--- config.mk ---
export PLATFORM = sky130hd
export DESIGN_NAME = eff_addr_gen
export DESIGN_NICKNAME = d
export VERILOG_FILES = /design/src/rtl/eff_addr_gen.sv
export SDC_FILE = /design/constraint.sdc
export NUM_CORES = 1
export LEC_CHECK = 0
export BUFFER_PORTS_ARGS = -buffer_cell sky130_fd_sc_hd__clkbuf_2
export CAP_MARGIN = 15
export CORE_MARGIN = 8
export CORE_UTILIZATION = 50
export CTS_BUF_LIST = sky130_fd_sc_hd__clkbuf_8
export DETAILED_ROUTE_END_ITERATION = 10
export GPL_TIMING_DRIVEN = 0
export PLACE_DENSITY = 0.83
export SLEW_MARGIN = 20
export SYNTH_ARGS = -nofsm -noshare
export SYNTH_HDL_FRONTEND = slang
export SYNTH_SLANG_ARGS = --single-unit
--- constraint.sdc ---
create_clock -name clk -period 11.97 [get_ports clk]
set_input_delay 1.197 -clock clk [delete_from_list [all_inputs] [get_ports clk]]
set_output_delay 1.197 -clock clk [all_outputs]
set_load 0.02 [all_outputs]
--- src/rtl/eff_addr_gen.sv ---
module eff_addr_gen #(
  parameter int AW = 20,
  parameter int OPC_BYTES = 2
) (
  input  logic          clk,
  input  logic          rst_n,
  input  logic [3:0]    mode,
  input  logic [1:0]    idx_sel,
  input  logic [AW-1:0] x,
  input  logic [AW-1:0] y,
  input  logic [AW-1:0] z,
  input  logic [15:0]   acc_e,
  input  logic [AW-1:0] pc,
  input  logic [AW-17:0] bank,
  input  logic [AW-1:0] opnd,
  output logic [AW-1:0] ea,
  output logic          wb_en,
  output logic [AW-1:0] wb_val,
  output logic [AW-1:0] mac_hi,
  output logic [AW-1:0] mac_lo
);
  localparam logic [3:0] M_EXT = 4'd0, M_EXT20 = 4'd1, M_IMM8 = 4'd2, M_IMM16 = 4'd3,
                         M_IND8 = 4'd4, M_IND16 = 4'd5, M_IND20 = 4'd6, M_EOFF = 4'd7,
                         M_IXP = 4'd8, M_REL8 = 4'd9, M_REL16 = 4'd10;

  logic [AW-1:0] base, off8u, off8s, off16s, offe;

  assign base   = (idx_sel == 2'd0) ? x : (idx_sel == 2'd1) ? y : z;
  assign off8u  = {{(AW-8){1'b0}}, opnd[7:0]};
  assign off8s  = {{(AW-8){opnd[7]}}, opnd[7:0]};
  assign off16s = {{(AW-16){opnd[15]}}, opnd[15:0]};
  assign offe   = {{(AW-16){acc_e[15]}}, acc_e};
  assign mac_hi = {{(AW-4){opnd[7]}}, opnd[7:4]};
  assign mac_lo = {{(AW-4){opnd[3]}}, opnd[3:0]};

  always_comb begin
    case (mode)
      M_EXT:           ea = {bank, opnd[15:0]};
      M_EXT20:         ea = opnd;
      M_IMM8, M_IMM16: ea = pc + AW'(OPC_BYTES);
      M_IND8:          ea = base + off8u;
      M_IND16:         ea = base + off16s;
      M_IND20:         ea = base + opnd;
      M_EOFF:          ea = base + offe;
      M_IXP:           ea = x;
      M_REL8:          ea = pc + off8s;
      M_REL16:         ea = pc + off16s;
      default:         ea = '0;
    endcase
  end

  always_ff @(posedge clk or negedge rst_n) begin
    if (!rst_n) begin
      wb_en  <= 1'b0;
      wb_val <= '0;
    end else begin
      wb_en <= (mode == M_IXP);
      if (mode == M_IXP) wb_val <= x + off8s;
    end
  end
endmodule


# Word level (Yosys, flattened, before mapping)

Index checks and enable logic that the tools add are counted.

Bits in latches: 0
RAM bits: 0
Output and inout bits: 81
Memories kept: 0
ROM bits: 0
Bits in registers: 21

Equality and inequality tests: 11
Multipliers: 0
$add $sub $neg: 8
Shift-type cells: 0
Divide/modulo/power cells: 0
Bitwise logic cells: 0
Muxes and demuxes: 3
Order comparisons: 0
Reduce and logical (&&, ||, !) cells: 3

Operator list:

| operator                | number |
|---|---|
| $pmux W20 S10           | 1 |
| $add A20 B20 Y20        | 6 |
| $mux W20                | 2 |
| $add A20 B2 Y20 const B | 1 |
| $add A20 B8 Y20         | 1 |
| $eq A4 B3 Y1 const B    | 4 |
| $eq A4 B4 Y1 const B    | 3 |
| $eq A4 B2 Y1 const B    | 2 |
| $eq A4 B1 Y1 const B    | 1 |
| $logic_not A4 Y1        | 1 |
| $eq A2 B1 Y1 const B    | 1 |
| $logic_not A2 Y1        | 1 |
| $reduce_or A2 Y1        | 1 |

# Logic depth before layout (Yosys ltp)

Depth after elaboration: 5
Gate-level depth with buffers: 14

# Worst setup path before layout

Ideal clock, no wire load.

Path kind: input to output
Start: input port mode[2]
End: output port ea[16]
Slack: 6.176 ns
Stages: 14
Data required time: 10.773 ns
Arrival time: 4.597 ns
Cells stage by stage: clkbuf_1 -> nor2b_1 -> clkbuf_1 -> nand3_1 -> mux2_2 -> ha_1 -> fa_1 -> a211oi_1 -> o211ai_1 -> a21boi_1 -> nor2_1 -> or2_1 -> mux2i_1 -> o211ai_1

Word-level cells in the longest chain between the ends: 3

Ends and longest elaborated chain:

| element            | RTL line | text |
|---|---|---|
| start: declaration | 7        | `input logic [3:0] mode,` |
| $eq A4 B2 Y1       | 37       | `case (mode)` |
| $reduce_or A2 Y1   | 37       |  |
| $pmux W20 S10 *    | 37       |  |
| end: declaration   | 16       | `output logic [AW-1:0] ea,` |

Mark *: on every way between the ends. The rest lies on a longest branch, timed or not.

# Worst setup path in the final report

Start: input port mode[2]
End: output port ea[12]

Same word-level chain as after synthesis.

==> reports/metrics.yaml <==
sta:
  setup_viol: 0
  fmax_mhz: 143
  layout_setup_ws_ps: 4990
  post-route-period-util_pct: 58.3
  setup_tns_ps: 0
  final-hold-violation-count: 0
  maxSlewHeadroom_pct: 46.2
  skew_ps: 0
  min_period_ps: 6980
  rsz0062_at_grt: "no"
  worst_slew_pin_slew_ps: 801
  report.final.slew_viol_count: 0
critical_path:
  r2r_slack_ps: 11310
  crit_family: "compound AO/OA/AOI/OAI gates"
  crit_path_max_incr_delay_ps: 460
  cp.required_ps: 10770
  worstPathArrival_ps: 5780
  critical_path.startpoint_type: "input port"
  crit_slowest_cell: "clkbuf_1"
  crit_chain: "clkbuf_2, clkbuf_1, nor2b_1, clkbuf_1, nand3_1, mux2_2, ha_1, fa_1, a211oi_1, o211ai_1, a221oi_1, nor2_1, nor2_1, xnor2_1, a221o_1, clkbuf_2"
  r2r_start: "wb_val[1]"
  cp_max_fo: 10
  rr_worst_depth: 2
  cp_num_buf_inv: 4
  r2r-end: "wb_val[1]"
  crit_path_end_kind: "primary output"
  critPathKind: "input port to primary output"
layout:
  drive_above_1_share_pct: 29.4
  final_util_pct: 63.2
  area_growth_pct: 22.4
  n_antenna_cell: 0
  final_nets: 1167
global_routing:
  antenna_found_initial: 0
  globalRouteOverflowTotal: 0
  groute.usage.overall_pct: 25.9
  grt_pass1_wl_mm: 31.5
  grt_max_degree: 35
  grt_pass1_vias: 6343
synth:
  ys_top_cells_by_count: "nand2_1 (95), o21ai_0 (61), ha_1 (58)"
  syn-num-nets: 954
  syn_avg_cell_area_sq_um: 7.35
  synth_seq_cells: 21
  synth_most_common_cell: "nand2_1"
  async_reset_ff_share_pct: 100
  synth_warnings: 0
  seq_area_frac_synth_pct: 9.35
  synthCells: 765
  synth_ff_type: "dfrtp_1"
  synthTopCellsByArea: "ha_1 (13%), dfrtp_1 (9.3%), nand2_1 (6.3%)"
  netlist_area_sq_mm: 0.00562
  synth_cell_types: 69
  synth_largest_area_cell: "ha_1"
  yosysTopAreaCellShare_pct: 12.9
  synth_edf_count: 0
pwr:
  power.density_mw_per_mm2: 74.7
  p_int_uw: 261
  p_clk_share_pct: 8.7
  net-switching-power_uw: 253
  power_frac_comb_pct: 72.5
  sw_frac_of_total_pct: 49.2
  p_leak_nw: 3.48
  seq_power_share_pct: 18.8
  ir_worst_vdd_mv: 0.0777
min_path:
  hp-start: "wb_val[0]"
  min_path_cells: 2
  hold_path.class: "flop to flop"
  min_to: "wb_val[0]"
placed_design:
  numPortBuffers: 208
  dpl.hpwl_mm: 17.2
  pre_cts_slack_ps: 5090
  gp_congestion: 1.02
floorplanning:
  io_pins: 209
  core_sq_mm: 0.0109
  die_h_um: 122
  fp.dieArea_sq_mm: 0.0149
  fp-row-count: 38
  initial_core_util_pct: 51.6
  die_w_um: 122
clock_network:
  insertion_delay_ps: 260
  root_buffer: "clkbuf_8"
  clockBufferDepth: 2
  cts_setup_buffers: 0
  clk_pin_slew_worst_paths_ps: 70
  postCtsHoldBufs: 0
  cts.sinks: 21
  cts_tree: "built"
  cts_buffers: 3
  cts_resized: 0
  cts.htree.levels: 1
drt:
  ant_nets: 0
  vias_per_cell: 5.87
  drt_iter0_markers: 528
  drc_errors: 0
  via_count: 6556
  dr.pass1.iters: 6
  wl_per_cell_um: 18.1
  routed_wl_mm: 20.2
outcome:
  status: "completed"
flow_run:
  maxCapViolations: 0
## cells in the final DEF, fill, tap and decap left out, types with 12 or more instances in the layout
master	n
nand2_1	95
dfrtp_1	21
o21ai_0	61
mux2_2	17
xnor2_1	32
clkbuf_1	24
ha_1	58
nand3_1	13
o211ai_1	12
xor2_1	31
a22oi_1	13
mux2i_1	27
a21o_1	28
clkbuf_2	208
buf_4	43
nor2_1	53
a21oi_1	47
inv_1	14
## power groups by stage
stage	registers (mW)	clock network (mW)	logic [mW]
final	0.0967	0.0445	0.373
after global routing	0.0998	0.0477	0.406
after CTS	0.0970	0.0456	0.369
after detailed placement	0.0985	0	0.367
after global placement	0.0974	0	0.363
after floorplan	0.120	0	0.227
## logic make-up after synthesis
family	after synthesis	share of synthesized area, %
and+or+nand+nor	227	18.7
muxes	46	8.62
adders and majority gates	61	14.0
buffers and inverters	88	9.04
DFF	21	9.35
xor gates and xnor gates	63	9.82
AOI/OAI and AO/OA	259	30.5
## worst max-delay path by stage
stage,from,endpoint,slack [ps],cells after the start
finish,mode[2],ea[12],4990,16
global route,mode[2],ea[12],4740,16
CTS,mode[2],ea[12],5070,16
floorplan,mode[2],ea[16],6180,14
detailed placement,mode[2],ea[12],5090,16
global placement,mode[2],ea[12],5140,16
## worst min-delay path, delay by kind of cell (launching register included)
family | cells | cell delay [ps]
DFF | 1 | 350
and+or+nand+nor | 2 | 100
## metal layers
metal / wire length (um) / vias up / global-route usage (%)
li1: - / 3230 / -
met1: 8130 / 2976 / 32.7
met2: 9600 / 299 / 43.9
met3: 1810 / 51 / 3.01
met4: 682 / 0 / 10.4
met5: 0 / - / 0
## registers in the layout, summed over array words and instances, names as in the netlist
| register | cells |
|---|---|
| wb_val | 20 |
| wb_en | 1 |
## stage by stage
stage / hold WS (ps) / instance area, sq um / power [mW] / cells
after global placement: 462 / 6840 / 0.460 / 1113
after CTS: 484 / 6880 / 0.512 / 1117
after global routing: 501 / 6880 / 0.554 / 1117
after floorplan: 580 / 5620 / 0.347 / 765
after detailed placement: 468 / 6840 / 0.466 / 1113
final: 481 / 6880 / 0.514 / 1117
## cell type report
cell class	count	area (sq um)
clock inverters	1	3.75
flip-flops and latches	21	526
inverters	13	48.8
fillers	1057	4010
well taps	140	175
multi-input cells	656	4590
clock buffers	3	41.3
plain buffers	75	459
repair buffers	208	1040
(Power assumes the default switching activity.)
